File: config.mk
export PLATFORM = sky130hd
export DESIGN_NAME = oneshot_timer
export DESIGN_NICKNAME = d
export VERILOG_FILES = /design/src/rtl/os_pkg.sv /design/src/rtl/os_sync.sv /design/src/rtl/os_edge.sv /design/src/rtl/os_timer.sv /design/src/rtl/oneshot_timer.sv
export SDC_FILE = /design/constraint.sdc
export NUM_CORES = 1
export LEC_CHECK = 0
export ABC_AREA = 0
export ABC_CLOCK_PERIOD_IN_PS = 3700
export CAP_MARGIN = 15
export CORE_MARGIN = 5
export CORE_UTILIZATION = 57
export CTS_BUF_LIST = sky130_fd_sc_hd__clkbuf_4
export DETAILED_ROUTE_END_ITERATION = 10
export PLACE_DENSITY_LB_ADDON = 0.12
export SYNTH_ARGS = -nofsm -noshare
export SYNTH_HDL_FRONTEND = slang
export SYNTH_SLANG_ARGS = --single-unit
File: constraint.sdc
create_clock -name clk -period 3.7 [get_ports clk]
set_clock_uncertainty 0.05 [all_clocks]
set_input_delay 0.37 -clock clk [delete_from_list [all_inputs] [get_ports clk]]
set_output_delay 0.37 -clock clk [all_outputs]
set_load 0.02 [all_outputs]
File: src/rtl/os_pkg.sv
package os_pkg;
  // Synchronized input bundle, in bit order {clear_n, rise, fall_n}
  localparam int NUM_SYNC = 3;
  localparam int IDX_FALL = 0;
  localparam int IDX_RISE = 1;
  localparam int IDX_CLR  = 2;
  // Idle levels: falling trigger high, rising trigger low, clear released
  localparam logic [NUM_SYNC-1:0] SYNC_IDLE = 3'b101;

  typedef struct packed {
    logic fall_hit;
    logic rise_hit;
  } trig_evt_t;
endpackage

File: src/rtl/os_sync.sv
module os_sync #(
  parameter int N = 3,
  parameter int STAGES = 2,
  parameter logic [N-1:0] RST_VAL = '0
) (
  input  logic         clk,
  input  logic         rst_n,
  input  logic [N-1:0] d,
  output logic [N-1:0] q
);
  logic [N-1:0] stg [STAGES];

  always_ff @(posedge clk or negedge rst_n) begin
    if (!rst_n) begin
      for (int i = 0; i < STAGES; i++) stg[i] <= RST_VAL;
    end else begin
      stg[0] <= d;
      for (int i = 1; i < STAGES; i++) stg[i] <= stg[i-1];
    end
  end

  assign q = stg[STAGES-1];
endmodule

File: src/rtl/os_edge.sv
module os_edge
  import os_pkg::*;
(
  input  logic      clk,
  input  logic      rst_n,
  input  logic      fall_lvl,
  input  logic      rise_lvl,
  output trig_evt_t evt
);
  logic fall_prev, rise_prev;

  always_ff @(posedge clk or negedge rst_n) begin
    if (!rst_n) begin
      fall_prev <= 1'b1;
      rise_prev <= 1'b0;
    end else begin
      fall_prev <= fall_lvl;
      rise_prev <= rise_lvl;
    end
  end

  // each edge is qualified by the level of the other trigger input
  always_comb begin
    evt.fall_hit = fall_prev & ~fall_lvl & rise_lvl;
    evt.rise_hit = ~rise_prev & rise_lvl & ~fall_lvl;
  end

  p_fall_qual_r2: assert property (@(posedge clk) disable iff (!rst_n)
    evt.fall_hit |=> !fall_prev);
  p_rise_qual_r3: assert property (@(posedge clk) disable iff (!rst_n)
    evt.rise_hit |=> rise_prev);
endmodule

File: src/rtl/os_timer.sv
module os_timer #(
  parameter int WIDTH_W = 8
) (
  input  logic               clk,
  input  logic               rst_n,
  input  logic               clr_act,
  input  logic               trig,
  input  logic               retrig_en,
  input  logic [WIDTH_W-1:0] width,
  output logic               pulse_q,
  output logic               pulse_n_q
);
  logic [WIDTH_W-1:0] cnt_q, cnt_d;
  logic               pulse_d;
  logic               start;

  assign start = trig & ~clr_act & (width != '0) & (retrig_en | ~pulse_q);

  // clear first, then load, then count down
  always_comb begin
    cnt_d   = cnt_q;
    pulse_d = pulse_q;
    if (clr_act) begin
      cnt_d   = '0;
      pulse_d = 1'b0;
    end else if (start) begin
      cnt_d   = width;
      pulse_d = 1'b1;
    end else if (pulse_q) begin
      if (cnt_q <= WIDTH_W'(1)) begin
        cnt_d   = '0;
        pulse_d = 1'b0;
      end else begin
        cnt_d = cnt_q - WIDTH_W'(1);
      end
    end
  end

  always_ff @(posedge clk or negedge rst_n) begin
    if (!rst_n) begin
      cnt_q     <= '0;
      pulse_q   <= 1'b0;
      pulse_n_q <= 1'b1;
    end else begin
      cnt_q     <= cnt_d;
      pulse_q   <= pulse_d;
      pulse_n_q <= ~pulse_d;
    end
  end

  p_clear_ends_r8: assert property (@(posedge clk) disable iff (!rst_n)
    clr_act |=> !pulse_q);
  p_block_r9: assert property (@(posedge clk) disable iff (!rst_n)
    (clr_act && !pulse_q) |=> $stable(pulse_q) && $stable(pulse_n_q));
  p_load_r4: assert property (@(posedge clk) disable iff (!rst_n)
    start |=> pulse_q && (cnt_q == $past(width)));
  p_nonretrig_r7: assert property (@(posedge clk) disable iff (!rst_n)
    (pulse_q && !retrig_en && !clr_act && cnt_q > WIDTH_W'(1))
      |=> pulse_q && (cnt_q == $past(cnt_q) - WIDTH_W'(1)));
  p_idle_r10: assert property (@(posedge clk) disable iff (!rst_n)
    (!pulse_q && !start) |=> !pulse_q);
  p_zero_r5: assert property (@(posedge clk) disable iff (!rst_n)
    (!pulse_q && width == '0) |=> !pulse_q);
endmodule

File: src/rtl/oneshot_timer.sv
module oneshot_timer
  import os_pkg::*;
#(
  parameter int WIDTH_W     = 8,
  parameter int SYNC_STAGES = 2
) (
  input  logic               clk,
  input  logic               rst_n,
  input  logic               trig_fall_n,
  input  logic               trig_rise,
  input  logic               clr_n,
  input  logic               retrig_en,
  input  logic [WIDTH_W-1:0] width,
  output logic               pulse,
  output logic               pulse_n
);
  logic [NUM_SYNC-1:0] raw_in, syn;
  trig_evt_t           evt;
  logic                trig;

  assign raw_in = {clr_n, trig_rise, trig_fall_n};

  os_sync #(.N(NUM_SYNC), .STAGES(SYNC_STAGES), .RST_VAL(SYNC_IDLE)) u_sync (
    .clk(clk), .rst_n(rst_n), .d(raw_in), .q(syn)
  );

  os_edge u_edge (
    .clk(clk), .rst_n(rst_n),
    .fall_lvl(syn[IDX_FALL]), .rise_lvl(syn[IDX_RISE]), .evt(evt)
  );

  assign trig = evt.fall_hit | evt.rise_hit;

  os_timer #(.WIDTH_W(WIDTH_W)) u_timer (
    .clk(clk), .rst_n(rst_n),
    .clr_act(~syn[IDX_CLR]), .trig(trig), .retrig_en(retrig_en),
    .width(width), .pulse_q(pulse), .pulse_n_q(pulse_n)
  );

  // outputs never agree
  p_complement_r12: assert property (@(posedge clk) disable iff (!rst_n)
    pulse != pulse_n);
  // a trigger seen with the clear already released is honoured
  p_release_trig_r11: assert property (@(posedge clk) disable iff (!rst_n)
    (trig && syn[IDX_CLR] && width != '0 && retrig_en) |=> pulse);
endmodule

==> results.md <==
Clock network:
- Buffers added to address setup during post-CTS repair amount to 0.
- The number of clock sinks is 18.
- The number of buffers between clock root and the deepest sink is 2.
- In this run, post-CTS repair resized a total of 0 instances.
- The number of buffers created by CTS is 3.
- In this run the number of H-tree levels came out at 1.
- The clock transition at the registers of the reported paths is 100 ps.
- The cell at the root of the clock tree is sky130_fd_sc_hd__clkbuf_4.
- At the later pin of the worst-skew pair, clock insertion delay measures 290 ps.
- TritonCTS built the clock tree.
- The number of hold-repair buffers added at the cts stage is 0.

Yosys:
- The number of warnings reported in the yosys synthesis log is 0.
- After synthesis, the mean cell area works out to 11.3 µm².
- Of the post-synthesis cell area, the dominant cell type holds 33.9%.
- The synthesized design spends more area on one cell type than any other, namely sky130_fd_sc_hd__dfrtp_1.
- The mapped netlist covers 885 µm².
- The count of cell types in the netlist is 31.
- After synthesis the netlist holds a flip-flop and latch count of 18.
- Synthesis produced 78 cells.
- In the post-synthesis netlist, the biggest area contributors are sky130_fd_sc_hd__dfrtp_1, sky130_fd_sc_hd__dfstp_2, sky130_fd_sc_hd__o22ai_1.
- The part of the Yosys area used for sequential elements is 51.8%.
- The net count of the mapped netlist is 94.

Drt:
- The detail-routed net length per standard cell is approximately 15 µm.
- The count of nets left with antenna violations once routing finished came out at 0.
- The count of vias placed by the detailed router is 670.
- The final layout contains routed wiring with a total length of between 1.5 and 2 mm.
- In the routed design, unresolved DRC markers number 0.
- The DRC violation total after the first TritonRoute iteration is 20.
- The via density per instance is 5.98.
- Before antenna repair, the detailed router went through 4 iterations.

Setup path:
- The cell class contributing the biggest share of worst-path delay is buffers and inverters.
- The startpoint class of the critical path is a flop.
- Data on the critical path arrives at its endpoint at ~1400 ps.
- For this design, the slowest cell found on the critical path is sky130_fd_sc_hd__clkdlybuf4s50_1.
- The type of element capturing the critical path is an output port.
- Together, buffers and inverters on the worst path number 1.
- The largest driver fanout on the critical path is 1.
- In this design, the stage delay of the slowest critical-path cell is 600 ps.
- The class of the most critical setup path is reg2out.
- The signal on the critical path passes through clkdlybuf4s50_1.
- The most critical setup path has its startpoint at u_timer.pulse_n_q$_DFF_PN1_.
- The startpoint of the worst register-to-register path is u_sync.q[2]$_DFF_PN1_.
- The required time at the endpoint of the critical path is 3280 ps.

Outcome:
- The flow ran to the end, and the final reports show no timing, DRC or antenna violations.

Place:
- In this run the cell area measured after placement is approximately 1000 µm².
- The detailed-placement wirelength estimate is 1.31 mm.
- The routability-driven placement congestion ratio is 0.821.
- Input and output buffers added on the ports amount to 15.

Finish:
- The area growth from synthesis to layout is 20.9%.
- The final cell area excluding filler cells is 1070 µm².
- The post-route netlist has 16.7% of its cells at a drive strength greater than 1.
- The most frequent standard cell in the layout excluding fill and tap cells is sky130_fd_sc_hd__clkdlybuf4s50_1.
- The repair_antennas step left the layout with diodes totalling 0.
- In the layout the commonest cells are sky130_fd_sc_hd__clkdlybuf4s50_1, sky130_fd_sc_hd__dfrtp_1, sky130_fd_sc_hd__inv_1.
- The net count of the finished layout is 113.

GRT:
- The total congestion overflow after global routing is 0.
- The number of antenna violations at the first check in global routing is 0.
- The overall track demand over capacity in global routing is 14.6%.
- The first global-routing pass estimated 2.77 mm of wire.
- Entering global routing, the biggest net connects 19 pins.
- The via count of the first global-routing pass is 616.

STA:
- The number of pins with negative max-slew slack in the final report is 0.
- Measured against its own limit, the worst slew margin works out to between 40 and 50%.
- The slew of the pin with the lowest slew margin is 751 ps.
- The final hold violation count is 0.
- Setup repair after global routing left no endpoint under its margin.
- The final-layout setup total negative slack is 0 ps.
- The shortest period the worst path allows is 1840 ps.
- The highest achievable clock rate is 543 MHz.
- Setup violations remaining at the end of the flow were counted as 0.
- The fraction of the cycle the final worst path needs is 49.7%.

Die:
- The area of the core is ~1500 µm².
- The area of the die is 2440 µm².
- The floorplan step set the die width to between 40 and 50 µm.
- The I/O pin count is 16.
- The die is 49.4 µm tall.
- The cell row count is 14.
- For this configuration, the core starts out at a cell density of 59.4%.

Power:
- The leakage power total is roughly 0.45 nW.
- For this design the ratio of total power to cell area is 366 nW/µm².
- Across the VDD grid, the largest voltage drop is 214 µV.

Worst hold path:
- The startpoint of the tightest hold check path is u_sync.stg[5]$_DFF_PN1_.
- The class of the most critical hold timing path is reg2reg.

Run:
- Max-cap violations in this run came to 0.
## flip-flops by register name, summed over array words and instances, names as in the netlist
signal,flops
u_timer.cnt_q,8
u_timer.pulse_q,1
u_edge.fall_prev,1
u_edge.rise_prev,1
u_sync.stg,3
u_sync.q,3
u_timer.pulse_n_q,1
## cell type report
cell class                      instances  area, µm²
Clock buffer                            3       22.5
Clock inverter                          1       3.75
Fill cell                             111        419
Inverter                                8       30.0
Multi-Input combinational cell         51        385
Sequential cell                        18        458
Tap cell                               16       20.0
Timing Repair Buffer                   15        150
## metal layers
| layer | global-route usage (%) | vias up | share of wire (%) |
|---|---|---|---|
| li1 | - | 322 | - |
| met1 | 20.7 | 313 | 46 |
| met5 | 0 | - | 0 |
| met2 | 22.5 | 31 | 45 |
| met3 | 2.14 | 4 | 8.2 |
| met4 | 5.24 | 0 | 0.85 |
## power breakdown
part	switching (W)	internal [W]	total (W)
Combinational	0.0000331	0.0000411	0.0000742
Clock	0.0000572	0.0000392	0.0000964
Sequential	0.0000111	0.000210	0.000221
## through the flow
step / cells / power, W / util, % / setup slack [ps] / hold WS [ps]
floorplan: 78 / 0.000270 / - / 2050 / 24.4
global placement: 108 / 0.000297 / 70.1 / 1620 / 293
detailed placement: 108 / 0.000299 / 70.1 / 1630 / 292
CTS: 112 / 0.000393 / 71.8 / 1860 / 313
global route: 112 / 0.000412 / 71.8 / 1750 / 321
finish: 112 / 0.000392 / 71.8 / 1860 / 313
## cell usage after synthesis
library cell	instances
sky130_fd_sc_hd__a21oi_1	5
sky130_fd_sc_hd__a2bb2oi_1	3
sky130_fd_sc_hd__a311oi_1	1
sky130_fd_sc_hd__a31o_2	1
sky130_fd_sc_hd__and2_1	1
sky130_fd_sc_hd__and3b_1	1
sky130_fd_sc_hd__buf_6	1
sky130_fd_sc_hd__dfrtp_1	12
sky130_fd_sc_hd__dfstp_2	6
sky130_fd_sc_hd__ha_1	2
sky130_fd_sc_hd__inv_1	8
sky130_fd_sc_hd__mux2i_1	3
sky130_fd_sc_hd__nand2_1	2
sky130_fd_sc_hd__nand3_1	1
sky130_fd_sc_hd__nor2_1	5
sky130_fd_sc_hd__nor2_4	1
sky130_fd_sc_hd__nor2b_1	1
sky130_fd_sc_hd__nor3_1	2
sky130_fd_sc_hd__nor3b_1	1
sky130_fd_sc_hd__nor4_1	1
sky130_fd_sc_hd__nor4b_4	1
sky130_fd_sc_hd__o21ai_0	2
sky130_fd_sc_hd__o221a_1	1
sky130_fd_sc_hd__o221ai_2	1
sky130_fd_sc_hd__o22ai_1	5
sky130_fd_sc_hd__o31ai_1	3
sky130_fd_sc_hd__or2_1	1
sky130_fd_sc_hd__or2_2	1
sky130_fd_sc_hd__or4_1	1
sky130_fd_sc_hd__or4_4	2
sky130_fd_sc_hd__xnor2_1	2
## kinds of logic (layout without fill, tap and decap cells)
kind of cell | after synthesis | count (layout) | synth area share (%)
AOI/OAI and AO/OA | 22 | 22 | 18.0
xor gates and xnor gates | 2 | 2 | 1.98
adders and majority gates | 2 | 2 | 2.83
buffers and inverters | 9 | 27 | 4.67
DFF | 18 | 18 | 51.8
muxes | 3 | 3 | 3.39
and+or+nand+nor | 22 | 22 | 17.4
## path summary, 6_finish.rpt
| path | slack [ps] | depth (start not counted) | end |
|---|---|---|---|
| worst min register to register | 310 | 0 | u_sync.q[2]$_DFF_PN1_ |
| min in group asynchronous | 460 | 1 | u_timer.cnt_q[0]$_DFFE_PN0P_ |
| worst max register to register | 1910 | 4 | u_timer.cnt_q[5]$_DFFE_PN0P_ |
| worst max-delay path | 1860 | 1 | pulse_n |
| worst min-delay path | 310 | 0 | u_sync.q[2]$_DFF_PN1_ |
| max in group asynchronous | 2670 | 1 | u_timer.cnt_q[1]$_DFFE_PN0P_ |
Power figures use the tool's default switching activity.
